--- config.mk ---
export PLATFORM = sky130hd
export DESIGN_NAME = hwl_loop_ctrl
export DESIGN_NICKNAME = d
export VERILOG_FILES = /design/src/rtl/hwl_pkg.sv /design/src/rtl/hwl_addr_regs.sv /design/src/rtl/hwl_count.sv /design/src/rtl/hwl_seq.sv /design/src/rtl/hwl_loop_ctrl.sv
export SDC_FILE = /design/constraint.sdc
export NUM_CORES = 1
export LEC_CHECK = 0
export BUFFER_PORTS_ARGS = -buffer_cell sky130_fd_sc_hd__buf_2
export CAP_MARGIN = 20
export CORE_ASPECT_RATIO = 1.4
export CORE_MARGIN = 4
export CORE_UTILIZATION = 37
export DETAILED_ROUTE_END_ITERATION = 10
export PLACE_DENSITY = 0.63
export SYNTH_ARGS = -nofsm -noshare
export SYNTH_HDL_FRONTEND = slang
export SYNTH_HIERARCHICAL = 1
export SYNTH_SLANG_ARGS = --single-unit
--- constraint.sdc ---
create_clock -name clk -period 5.8 [get_ports clk]
set_input_delay 0.58 -clock clk [delete_from_list [all_inputs] [get_ports clk]]
set_output_delay 0.58 -clock clk [all_outputs]
set_load 0.01 [all_outputs]
--- src/rtl/hwl_pkg.sv ---
package hwl_pkg;
   // Byte distance from the detection instruction to the stored end marker.
   localparam int unsigned HWL_MARK_GAP = 4;
   // Instructions from the detection instruction to the last loop instruction.
   localparam int unsigned HWL_TAIL_INSTRS = 3;

   typedef enum logic [1:0] {
      SEQ_HOLD  = 2'd0,
      SEQ_ARM   = 2'd1,
      SEQ_FIRE  = 2'd2,
      SEQ_ABORT = 2'd3
   } seq_evt_e;
endpackage

--- src/rtl/hwl_addr_regs.sv ---
module hwl_addr_regs #(
   parameter int unsigned AW = 32,
   parameter int unsigned INSTR_BYTES = 2
) (
   input  logic          clk,
   input  logic          rst_n,
   input  logic          start_wr_en,
   input  logic          end_wr_en,
   input  logic [AW-1:0] wr_data,
   output logic [AW-1:0] start_q,
   output logic [AW-1:0] detect_pc,
   output logic [AW-1:0] last_pc,
   output logic          order_err
);
   import hwl_pkg::*;

   localparam logic [AW-1:0] MARK_GAP = AW'(HWL_MARK_GAP);
   localparam logic [AW-1:0] TAIL_SPAN = AW'(HWL_TAIL_INSTRS * INSTR_BYTES);

   logic [AW-1:0] mark_q;

   always_ff @(posedge clk or negedge rst_n) begin
      if (!rst_n) begin
         start_q <= '0;
         mark_q  <= '0;
      end else begin
         if (start_wr_en) start_q <= wr_data;
         if (end_wr_en)   mark_q  <= wr_data;
      end
   end

   always_comb begin
      detect_pc = mark_q - MARK_GAP;
      last_pc   = detect_pc + TAIL_SPAN;
      order_err = (start_q > last_pc);
   end
endmodule

--- src/rtl/hwl_count.sv ---
module hwl_count #(
   parameter int unsigned AW = 32,
   parameter int unsigned CW = 12,
   parameter bit          COUNT_DEFER = 1'b1
) (
   input  logic          clk,
   input  logic          rst_n,
   input  logic          count_wr_en,
   input  logic [AW-1:0] wr_data,
   input  logic          retire_valid,
   input  logic          dec_en,
   output logic [CW-1:0] rc_q,
   output logic          pend_q
);
   generate
      if (COUNT_DEFER) begin : g_defer
         logic [CW-1:0] pend_val_q;
         always_ff @(posedge clk or negedge rst_n) begin
            if (!rst_n) begin
               rc_q       <= '0;
               pend_q     <= 1'b0;
               pend_val_q <= '0;
            end else if (count_wr_en) begin
               pend_val_q <= wr_data[CW-1:0];
               pend_q     <= 1'b1;
            end else if (retire_valid && pend_q) begin
               rc_q   <= pend_val_q;
               pend_q <= 1'b0;
            end else if (dec_en) begin
               rc_q <= rc_q - CW'(1);
            end
         end
      end else begin : g_direct
         always_ff @(posedge clk or negedge rst_n) begin
            if (!rst_n) begin
               rc_q <= '0;
            end else if (count_wr_en) begin
               rc_q <= wr_data[CW-1:0];
            end else if (dec_en) begin
               rc_q <= rc_q - CW'(1);
            end
         end
         assign pend_q = 1'b0;
      end
   endgenerate
endmodule

--- src/rtl/hwl_seq.sv ---
module hwl_seq #(
   parameter int unsigned AW = 32,
   parameter int unsigned CW = 12
) (
   input  logic          clk,
   input  logic          rst_n,
   input  logic          any_wr,
   input  logic          retire_valid,
   input  logic [AW-1:0] retire_pc,
   input  logic [AW-1:0] fetch_pc,
   input  logic [AW-1:0] detect_pc,
   input  logic [AW-1:0] last_pc,
   input  logic          order_err,
   input  logic          pend,
   input  logic [CW-1:0] rc,
   output logic          dec_en,
   output logic          armed_q,
   output logic          fire
);
   import hwl_pkg::*;

   logic     det_hit;
   seq_evt_e evt;

   always_comb begin
      det_hit = retire_valid && !pend && (retire_pc == detect_pc);
      dec_en  = det_hit && !any_wr && !order_err && (rc != '0);
      fire    = armed_q && !order_err && (fetch_pc == last_pc);
      if (any_wr)                            evt = SEQ_ABORT;
      else if (fire)                         evt = SEQ_FIRE;
      else if (dec_en && (rc != CW'(1)))     evt = SEQ_ARM;
      else                                   evt = SEQ_HOLD;
   end

   always_ff @(posedge clk or negedge rst_n) begin
      if (!rst_n) begin
         armed_q <= 1'b0;
      end else begin
         case (evt)
            SEQ_ABORT, SEQ_FIRE: armed_q <= 1'b0;
            SEQ_ARM:             armed_q <= 1'b1;
            default:             armed_q <= armed_q;
         endcase
      end
   end
endmodule

--- src/rtl/hwl_loop_ctrl.sv ---
module hwl_loop_ctrl #(
   parameter int unsigned AW = 32,
   parameter int unsigned CW = 12,
   parameter int unsigned INSTR_BYTES = 2,
   parameter bit          COUNT_DEFER = 1'b1
) (
   input  logic          clk,
   input  logic          rst_n,
   input  logic          start_wr_en,
   input  logic          end_wr_en,
   input  logic          count_wr_en,
   input  logic [AW-1:0] wr_data,
   input  logic [AW-1:0] fetch_pc,
   input  logic          retire_valid,
   input  logic [AW-1:0] retire_pc,
   output logic          redirect_valid,
   output logic [AW-1:0] redirect_pc,
   output logic          loop_active,
   output logic          loop_err,
   output logic [CW-1:0] rc_value
);
   generate
      if (AW < 8) begin : g_bad_aw
         $error("hwl_loop_ctrl: AW must be at least 8");
      end
      if (CW < 1 || CW > AW) begin : g_bad_cw
         $error("hwl_loop_ctrl: CW must lie in 1..AW");
      end
      if (INSTR_BYTES < 1 || (INSTR_BYTES & (INSTR_BYTES - 1)) != 0) begin : g_bad_ib
         $error("hwl_loop_ctrl: INSTR_BYTES must be a power of two");
      end
   endgenerate

   logic [AW-1:0] start_q;
   logic [AW-1:0] detect_pc;
   logic [AW-1:0] last_pc;
   logic          order_err;
   logic          pend;
   logic          dec_en;
   logic          armed;
   logic          fire;
   logic          any_wr;

   assign any_wr = start_wr_en | end_wr_en | count_wr_en;

   hwl_addr_regs #(.AW(AW), .INSTR_BYTES(INSTR_BYTES)) u_regs (
      .clk        (clk),
      .rst_n      (rst_n),
      .start_wr_en(start_wr_en),
      .end_wr_en  (end_wr_en),
      .wr_data    (wr_data),
      .start_q    (start_q),
      .detect_pc  (detect_pc),
      .last_pc    (last_pc),
      .order_err  (order_err)
   );

   hwl_count #(.AW(AW), .CW(CW), .COUNT_DEFER(COUNT_DEFER)) u_count (
      .clk         (clk),
      .rst_n       (rst_n),
      .count_wr_en (count_wr_en),
      .wr_data     (wr_data),
      .retire_valid(retire_valid),
      .dec_en      (dec_en),
      .rc_q        (rc_value),
      .pend_q      (pend)
   );

   hwl_seq #(.AW(AW), .CW(CW)) u_seq (
      .clk         (clk),
      .rst_n       (rst_n),
      .any_wr      (any_wr),
      .retire_valid(retire_valid),
      .retire_pc   (retire_pc),
      .fetch_pc    (fetch_pc),
      .detect_pc   (detect_pc),
      .last_pc     (last_pc),
      .order_err   (order_err),
      .pend        (pend),
      .rc          (rc_value),
      .dec_en      (dec_en),
      .armed_q     (armed),
      .fire        (fire)
   );

   assign redirect_valid = fire;
   assign redirect_pc    = start_q;
   assign loop_active    = armed;
   assign loop_err       = order_err;
endmodule

==> key figures, run 1 <==
Critical path
  – CP endpoint kind: output port
  – Reg-to-reg startpoint: u_regs/mark_q[3]$_DFFE_PN0P_
  – CP Max Fanout: 5
  – Critical path type: reg -> out
  – Crit. Startpoint: u_regs/mark_q[3]$_DFFE_PN0P_
  – Critical path launch point type: register
  – Worst EP required: 5220 ps
  – Data arrival, critical path: 5520 ps

Floorplanning
  – Die Footprint: 20900 sq um
  – Rows: 58
  – Top-Level Pins: 149
  – Die Y: 169 um
  – CORE AREA: 18100 sq um
  – Initial core utilization: 38.0%
  – Chip Width: 123 um

Yosys
  – Synth top area cells: dfrtp_1, mux2_2, xnor2_1
  – Ys flop type: dfrtp_1
  – Flops & latches, synth: 90
  – Seq/Total Area, Yosys: 32.7%
  – Synth Area in Compound Gates: 9.41%
  – Top cell type's share of synthesized area: 32.7%
  – Post-Synth XOR/XNOR Area: 16.3%
  – Yosys cell types: 63
  – Multiplexer share of the synthesized area: 11.6%
  – YS warnings: 6
  – Largest family of logic cells by synthesized area: simple AND/OR/NAND/NOR gates
  – Post-synth EDFFs: 0
  – Post-Syn Instances: 712
  – Netlist Area Pre-Place: 6890 sq um
  – Post-Syn Area per Cell: 9.68 sq um
  – Synth Area in Adders: 6.54%
  – Post-Synth Simple-Gate Area: 18.7%
  – Synth Net Count: 850
  – Async set or reset register ratio after synthesis: 100%
  – Cell taking the most area after synthesis: dfrtp_1

Global route
  – Pin count of the biggest net entering global routing: 61
  – Vias in the first global route: 6410
  – Initial antenna violation count: 0
  – GRT overflow: 0
  – First-pass GRT wire length: 35700 um
  – Tot GR Track Use: 22.7%

Placement
  – DPL Wire Length: 18900 um
  – Worst slack at placement: -400 ps
  – Routability cong.: 0.909
  – Dpl cells: 1178
  – PortBufs: 148
  – Post-DP Area: 8650 sq um

Detailed routing
  – DRT Wirelength: 23400 um
  – Initial DRT Pass Iterations: 5
  – Via density: 5.24
  – Routed len/inst: 19.4 um
  – Total number of vias: 6329
  – DRT antenna net count: 0
  – DRC viols: 0
  – Initial DRC count: 277

CTS
  – Clk sinks: 90
  – CTS tree: built
  – Clock Latency Late Sink: 360 ps
  – CTS max path bufs: 2
  – Root Buffer: clkbuf_16
  – Num CTS Buffers: 9
  – Reg clk slew, reported paths: 70 ps
  – H-tree Lvls: 3

Timing
  – Slew margin rel.: 40.7%
  – Fin. max-slew vios: 0
  – Clock skew: 12.7 ps
  – F_max: 164 MHz
  – Final period demand of the worst path: 6100 ps
  – Final period util: 105%
  – Worst-Margin Slew: 890 ps
  – Final setup violation count: 13
  – RSZ-0062 raised after global routing: true
  – WHS: 174 ps
  – Fin worst setup slack: -295 ps
  – Hold Violations, Final: 0

Finish
  – Final nets: 1101
  – Final instance area: 9200 sq um
  – # diodes: 0
  – Syn-to-layout area delta: 33.5%
  – Layout Cells excl Fill: 1208
  – Ratio of cells with drive above 1 in the final layout: 42.8%

Run status
  – Result of the run: complete, but fails checks
  – Failing checks: setup timing

Pwr
  – VDD IR max: 0.000173 V
  – P per Cell Area: 237 nW/um^2
  – Leakage: 4.15 nW

Min path
  – Min-delay worst type: in -> async

Run
  – MaxCap Viol Count: 0
==> worst paths after layout <==
check                                                             to  slack (ps)  depth (start not counted)
max                                                   redirect_valid        -300                         21
min                                   u_regs/start_q[29]$_DFFE_PN0P_         170                          1
max reg2reg                             u_count/rc_q[11]$_DFFE_PN0P_        -200                         25
min reg2reg                u_count/g_defer.pend_val_q[3]$_DFFE_PN0P_         510                          1
max in group asynchronous                u_count/rc_q[3]$_DFFE_PN0P_        4450                          2
min in group clk                      u_regs/start_q[23]$_DFFE_PN0P_         460                          2
==> area by class of cell <==
class / count / area (sq um)
fillers: 1744 / 8940
multi-input cells: 543 / 4500
flip-flops and latches: 90 / 2250
repair buffers: 270 / 1680
well taps: 240 / 300
clock buffers: 10 / 239
inverters: 49 / 184
clock inverters: 6 / 41.3
==> cell usage after synthesis (3+ instances only) <==
master / n
xnor2_1: 65
nand3_1: 18
buf_2: 3
buf_4: 3
nand4_1: 20
nor2b_1: 8
o21ai_0: 25
nand2b_1: 6
dfrtp_1: 90
or2_2: 3
clkbuf_1: 19
xor2_1: 61
o21a_1: 3
nand4b_1: 7
inv_1: 48
nor3_1: 20
nand2_1: 29
a211oi_1: 3
a21oi_1: 27
ha_1: 36
or3_1: 8
a2bb2oi_1: 4
a21o_1: 8
buf_6: 3
nor4_4: 4
nor2_1: 33
o211ai_1: 9
nor4_2: 6
or4_1: 7
nor4_1: 16
or4_4: 3
and3_1: 4
mux2_2: 71
==> what timing repair did <==
item                       in CTS  in global routing
buffers inserted                7                  6
pin swaps                      15                  4
hold buffers                    0                  0
setup endpoints to repair      13                 13
resized for setup              33                 15
cloned                          2                  0
==> stage by stage <==
step           total power [mW]  TNS, ps  util [%]
6_report                   2.18    -2060      50.7
5_1_grt                    2.31    -5700      50.7
4_1_cts                    2.18    -1450      50.1
3_5_place_dp               1.58    -4700      47.7
3_3_place_gp               1.57    -1360      47.7
2_1_floorplan              1.25    -2050         -
==> placed cells by master (no fill, tap or decap), types with 4 or more instances in the layout <==
| cell type | instances |
|---|---|
| clkbuf_16 | 9 |
| dfrtp_1 | 90 |
| buf_4 | 118 |
| nand2_1 | 29 |
| a21oi_2 | 6 |
| nor2_1 | 32 |
| ha_1 | 35 |
| nor4_4 | 5 |
| a21oi_1 | 20 |
| nand4b_1 | 7 |
| buf_6 | 4 |
| or4_4 | 4 |
| mux2_2 | 71 |
| buf_2 | 147 |
| inv_1 | 45 |
| xnor2_1 | 61 |
| nand3_1 | 18 |
| or3_1 | 8 |
| o21ai_0 | 16 |
| o211ai_1 | 9 |
| inv_2 | 4 |
| nor3_1 | 18 |
| nand4_1 | 20 |
| xor2_1 | 61 |
| nand2b_1 | 6 |
| a21o_1 | 8 |
| nor2b_1 | 7 |
| or4_1 | 6 |
| nor4_1 | 16 |
| o21ai_1 | 4 |
| nor4_2 | 5 |
| xnor2_2 | 5 |
| o21ai_2 | 5 |
==> critical path: stages (launching register included) <==
cell       delay, ps
dfrtp_1          400
inv_2             80
ha_4             130
or4b_4           520
or3_1            330
a211o_1          280
a22o_4           250
nor4_4           270
and3_4           240
xnor2_2          110
ha_1             260
a21o_1           160
a21o_1           140
a21o_1           160
a211oi_2         210
o21ai_2          120
a2111oi_4        310
a21oi_2          120
buf_4            150
or4_4            530
nor4_4           200
buf_2            190
==> flip-flops by register name (all words and copies together), names as in the netlist <==
name and flops:
u_count/g_defer.pend_val_q 12, u_regs/mark_q 32, u_regs/start_q 32, u_seq/armed_q 1, u_count/rc_q 12, u_count/pend_q 1
==> logic make-up after synthesis <==
| logic type | Yosys count |
|---|---|
| AO/OA/AOI/OAI | 101 |
| AND/OR/NAND/NOR | 208 |
| adder cells (fa/ha/maj) | 36 |
| XOR/XNOR | 127 |
| flip-flops | 90 |
| multiplexers | 71 |
| buffers and inverters | 79 |
==> power breakdown <==
part	switching [mW]	leakage [nW]	internal (mW)
registers	0.113	1.05	0.706
logic	0.419	2.95	0.377
clock network	0.264	0.143	0.303
==> routing by layer <==
layer  part of all wire [%]  wire length (um)  track usage [%]
met5                      0                 0                0
met2                     52             12300             41.2
met1                     39              9220             26.4
met4                    3.9               908             9.16
met3                    4.2               971             3.27
No activity file was read; power rests on OpenSTA's default activity.
==> inputs of run 2 (changes only) <==
Settings changed: PLACE_DENSITY 0.63 to not set.
==> key figures, run 2 (synthesis gave the netlist of run 1 again) <==
Critical path
  – CP Max Fanout: 5
  – Data arrival, critical path: 5480 ps
  – Buffers plus inverters on the worst setup path: 2
  – Cell Chain, Critical Path: inv_2 -> ha_4 -> or4b_4 -> or3_1 -> a211o_1 -> a22o_4 -> nor4_4 -> and3_4 -> xnor2_2 -> ha_1 -> a21o_1 -> a21o_1 -> a21o_1 -> a211oi_2 -> o21ai_2 -> a2111oi_4 -> a21oi_2 -> or4_4 -> nor4_4 -> buf_2
  – Worst EP required: 5220 ps
  – Critical path type: reg -> out
  – Critical path launch point type: register
  – CP dominant cell by count: a21o_1
  – Slowest stage delay, CP: 570 ps
  – Slowest-stage cell, CP: or4_4
  – Delay-heaviest family, CP: simple AND/OR/NAND/NOR gates
  – CP endpoint kind: output port

Detailed routing
  – Via density: 5.25
  – Initial DRC count: 317
  – Routed len/inst: 19.3 um
  – Initial DRT Pass Iterations: 5
  – Total number of vias: 6283
  – DRT Wirelength: 23100 um
  – DRC viols: 0
  – DRT antenna net count: 0

Min path
  – Min-delay worst type: in -> async

Timing
  – Slew margin rel.: 38.5%
  – Setup TNS: -2090 ps
  – Hold Violations, Final: 0
  – Fin. max-slew vios: 0
  – Worst-Margin Slew: 923 ps
  – RSZ-0062 raised after global routing: true
  – Final setup violation count: 13
  – Final period demand of the worst path: 6060 ps
  – Clock skew: 7.98 ps
  – Final period util: 105%
  – F_max: 165 MHz
  – Fin worst setup slack: -263 ps

Pwr
  – P per Cell Area: 238 nW/um^2
  – VDD IR max: 0.000192 V
  – Leakage: 4.06 nW

Floorplanning
  – Chip Width: 123 um
  – CORE AREA: 18100 sq um
  – Die Y: 169 um
  – Top-Level Pins: 149
  – Initial core utilization: 38.0%
  – Rows: 58
  – Die Footprint: 20900 sq um

Placement
  – Routability cong.: 0.956
  – Dpl cells: 1171
  – DPL Wire Length: 18600 um
  – PortBufs: 148

CTS
  – CTS max path bufs: 2
  – Reg clk slew, reported paths: 70 ps
  – Num CTS Buffers: 9
  – Root Buffer: clkbuf_16
  – Hold buffers post-CTS: 0
  – CTS tree: built
  – Clk sinks: 90
  – Clock Latency Late Sink: 350 ps
  – H-tree Lvls: 3

Finish
  – Fin util: 50.1%
  – Commonest non-fill, non-tap cell in the layout: buf_2
  – Final nets: 1089
  – Fillers: 1785
  – # diodes: 0
  – Most frequent cells in the layout: buf_2, buf_4, dfrtp_1
  – Layout Cells excl Fill: 1196
  – Top Registers: u_regs/mark_q: 32 flops, u_regs/start_q: 32 flops
  – Syn-to-layout area delta: 31.9%
  – Ratio of cells with drive above 1 in the final layout: 41.5%

Run status
  – Result of the run: complete, but fails checks
  – Failing checks: setup timing

Global route
  – Pin count of the biggest net entering global routing: 55
  – First-pass GRT wire length: 35700 um
  – Vias in the first global route: 6453
  – Initial antenna violation count: 0
  – GRT overflow: 0
  – Tot GR Track Use: 22.5%

Run
  – MaxCap Viol Count: 0
run 2: cell count changes in the layout (fill, tap and decap cells not counted), moves of 2 or more:
cell        previous run  this run
buf_4                118       108
clkbuf_1               0         2
clkinv_2               3         0
clkinvlp_4             0         2
o21ai_2                5         3
xnor2_1               61        64
xnor2_2                5         2
run 2: worst register-to-register path: stages (launching register included):
cell and delay [ps]:
dfrtp_1 390, inv_2 80, ha_4 140, or4b_4 510, or3_1 330, a211o_1 290, a22o_4 250, nor4_4 280
and3_4 240, xnor2_2 110, ha_1 260, a21o_1 160, a21o_1 150, a21o_1 160, a211oi_2 200, o21ai_2 110
a2111oi_4 300, a21oi_2 130, nor4b_2 260, nand3_1 120, or4b_4 560, nor3_4 160, inv_2 50, a21o_1 220
or4_1 410, nand3_1 80
run 2: worst paths after layout:
check | slack [ps] | startpoint | depth (start not counted) | end
max | -260 | u_regs/mark_q[3]$_DFFE_PN0P_ | 20 | redirect_valid
min in group clk | 470 | wr_data[26] | 2 | u_regs/start_q[26]$_DFFE_PN0P_
max in group asynchronous | 4500 | rst_n | 2 | u_regs/start_q[10]$_DFFE_PN0P_
min | 200 | rst_n | 1 | u_regs/start_q[2]$_DFFE_PN0P_
min reg2reg | 510 | u_count/g_defer.pend_val_q[3]$_DFFE_PN0P_ | 1 | u_count/g_defer.pend_val_q[3]$_DFFE_PN0P_
max reg2reg | -230 | u_regs/mark_q[3]$_DFFE_PN0P_ | 25 | u_count/rc_q[11]$_DFFE_PN0P_
run 2: through the flow:
| stage | instance area [sq um] | total power, mW | setup slack, ps | hold slack (ps) |
|---|---|---|---|---|
| floorplan | 6960 | 1.25 | -231 | 284 |
| global placement | 8590 | 1.56 | -149 | 484 |
| detailed placement | 8590 | 1.57 | -433 | 496 |
| CTS | 9020 | 2.17 | -218 | 208 |
| global route | 9090 | 2.30 | -474 | 226 |
| finish | 9090 | 2.16 | -263 | 197 |
run 2: final cells by class:
type / instances / area, sq um / area share [%]
repair buffers: 258 / 1580 / 17.4
well taps: 240 / 300 / 3.30
inverters: 49 / 184 / 2.02
flip-flops and latches: 90 / 2250 / 24.8
clock buffers: 13 / 260 / 2.86
clock inverters: 3 / 23.8 / 0.262
multi-input cells: 543 / 4490 / 49.4
run 2: where the power goes:
group / internal (mW) / leakage [nW] / switching, mW
Sequential: 0.707 / 1.05 / 0.114
Clock: 0.315 / 0.132 / 0.253
Combinational: 0.366 / 2.87 / 0.410
Total: 1.39 / 4.06 / 0.777
run 2: layer usage:
| metal | global-route usage [%] | vias up | routed length (um) |
|---|---|---|---|
| met4 | 8.63 | 0 | 719 |
| met3 | 3.43 | 35 | 979 |
| li1 | - | 3026 | - |
| met1 | 27.0 | 3044 | 9370 |
| met2 | 40.1 | 178 | 12000 |
| met5 | 0 | - | 0 |
run 2: what timing repair did:
action                     CTS  global route
buffers inserted             5             4
gates resized for setup     31             9
cloned                       2             0
setup endpoints to repair   13            13
pin swaps                    9             6
==> inputs of run 3 (changes only) <==
Settings changed: BUFFER_PORTS_ARGS -buffer_cell sky130_fd_sc_hd__buf_2 to -buffer_cell sky130_fd_sc_hd__buf_4, CORE_ASPECT_RATIO 1.4 to not set.
==> key figures, run 3 (synthesis gave the netlist of run 1 again) <==
CTS
  – Num CTS Buffers: 9
  – CTS max path bufs: 2
  – Clk sinks: 90
  – Hold buffers post-CTS: 0
  – CTS tree: built
  – Reg clk slew, reported paths: 70 ps
  – Root Buffer: clkbuf_16
  – H-tree Lvls: 3
  – Clock Latency Late Sink: 360 ps

Detailed routing
  – Initial DRT Pass Iterations: 5
  – DRC viols: 0
  – DRT Wirelength: 23000 um
  – DRT antenna net count: 0
  – Routed len/inst: 19.2 um
  – Via density: 5.24
  – Total number of vias: 6269
  – Initial DRC count: 363

Floorplanning
  – CORE AREA: 18100 sq um
  – Die Y: 144 um
  – Top-Level Pins: 149
  – Die Footprint: 20900 sq um
  – Rows: 49
  – Initial core utilization: 38.0%
  – Chip Width: 144 um

Global route
  – Initial antenna violation count: 0
  – First-pass GRT wire length: 35100 um
  – Vias in the first global route: 6327
  – Pin count of the biggest net entering global routing: 68
  – GRT overflow: 0
  – Tot GR Track Use: 22.1%

Timing
  – Slew margin rel.: 40.8%
  – RSZ-0062 raised after global routing: true
  – F_max: 160 MHz
  – Final period demand of the worst path: 6260 ps
  – Fin worst setup slack: -458 ps
  – WHS: 125 ps
  – Worst-Margin Slew: 887 ps
  – Final setup violation count: 13
  – Hold Violations, Final: 0
  – Clock skew: 10.0 ps
  – Fin. max-slew vios: 0
  – Final period util: 108%

Finish
  – Top Registers: u_regs/mark_q: 32 flops, u_regs/start_q: 32 flops
  – Commonest non-fill, non-tap cell in the layout: buf_4
  – # diodes: 0
  – Ratio of cells with drive above 1 in the final layout: 42.3%
  – Fin util: 52.7%
  – Syn-to-layout area delta: 38.8%
  – Final nets: 1101
  – Most frequent cells in the layout: buf_4, dfrtp_1, mux2_2
  – Fillers: 1702

Critical path
  – Crit. Startpoint: u_regs/mark_q[3]$_DFFE_PN0P_
  – Data arrival, critical path: 6550 ps
  – Critical path launch point type: register
  – CP Max Fanout: 5
  – Critical path type: reg -> reg
  – Delay-heaviest family, CP: simple AND/OR/NAND/NOR gates
  – CP endpoint kind: register
  – CP dominant cell by count: a21o_1
  – Slowest stage delay, CP: 590 ps
  – Slowest-stage cell, CP: or4_4
  – Buffers plus inverters on the worst setup path: 3
  – Worst EP required: 6090 ps
  – Reg-to-reg startpoint: u_regs/mark_q[3]$_DFFE_PN0P_

Pwr
  – VDD IR max: 0.000147 V
  – P per Cell Area: 237 nW/um^2
  – Leakage: 4.28 nW

Run
  – MaxCap Viol Count: 0

Placement
  – Routability cong.: 0.952
  – PortBufs: 148
  – Worst slack at placement: -330 ps
  – DPL Wire Length: 18300 um

Min path
  – Min-delay worst type: in -> async

Run status
  – Result of the run: complete, but fails checks
  – Failing checks: setup timing
run 3: cell types whose count changed in the layout (fill, tap and decap cells not counted), sizes merged:
cell      before  now
buf          258  270
bufinv         0    1
clkbuf        13   11
clkinvlp       2    1
inv           49   51
run 3: layer usage:
metal  share of wire (%)  up-vias  track usage [%]
li1                    -     3042                -
met1                  46     2995             30.6
met2                  45      201             34.6
met3                 5.8       31             4.40
met4                 2.4        0             7.85
met5                   0        -                0
run 3: final timing paths:
check / end / slack, ps / depth (start not counted)
max: u_count/rc_q[11]$_DFFE_PN0P_ / -460 / 26
min reg2reg: u_count/g_defer.pend_val_q[3]$_DFFE_PN0P_ / 510 / 1
min in group clk: u_regs/mark_q[1]$_DFFE_PN0P_ / 460 / 3
min: u_regs/start_q[23]$_DFFE_PN0P_ / 130 / 1
max reg2reg: u_count/rc_q[11]$_DFFE_PN0P_ / -460 / 26
max in group asynchronous: u_count/rc_q[8]$_DFFE_PN0P_ / 4470 / 2
run 3: layout make-up:
cell class | instances | area [sq um] | area share [%]
sequential | 90 | 2250 | 23.5
clock inverter | 5 | 62.6 | 0.654
inverter | 49 | 184 | 1.92
multi-input combinational | 543 | 4490 | 46.9
clock buffer | 11 | 233 | 2.43
timing repair buffer | 270 | 2060 | 21.5
tap | 229 | 287 | 3.00
run 3: worst register-to-register path: stages, from the launching register on:
cell       delay (ps)
dfrtp_1           390
inv_2              80
ha_4              130
or4b_4            530
nor3_4            190
xnor2_1           100
or4_4             590
nor4_4            350
and3_4            250
xnor2_2            70
ha_1              310
a21o_1            160
a21o_1            150
a21o_1            160
a211oi_2          210
o21ai_2           110
a2111oi_2         290
a21oi_1           140
buf_4             160
nor4b_4           220
nand3_1           110
or4b_4            530
nor3_4            200
inv_2              50
a21o_1            230
or4_1             420
nand3_1            80
run 3: through the flow:
step | setup TNS, ps | power [mW] | instances | instance area [sq um]
after CTS | -3610 | 2.26 | 1194 | 9460
after detailed placement | -3030 | 1.62 | 1166 | 8990
after global routing | -8600 | 2.39 | 1197 | 9560
final | -4660 | 2.27 | 1197 | 9560
after global placement | -1720 | 1.62 | 1166 | 8990
after floorplan | -2050 | 1.25 | 712 | 6960
run 3: power breakdown:
group / switching, mW / internal, mW / leakage (nW) / total, mW
Clock: 0.271 / 0.339 / 0.142 / 0.610
Sequential: 0.110 / 0.706 / 1.05 / 0.816
Combinational: 0.419 / 0.424 / 3.09 / 0.843
Total: 0.800 / 1.47 / 4.28 / 2.27
run 3: repair_timing:
| item | 4_1_cts | 5_1_grt |
|---|---|---|
| endpoints found under the setup margin | 13 | 13 |
| resized for setup | 29 | 16 |
| cloned | 2 | 0 |
| pin swaps | 23 | 9 |
| setup buffers | 11 | 3 |
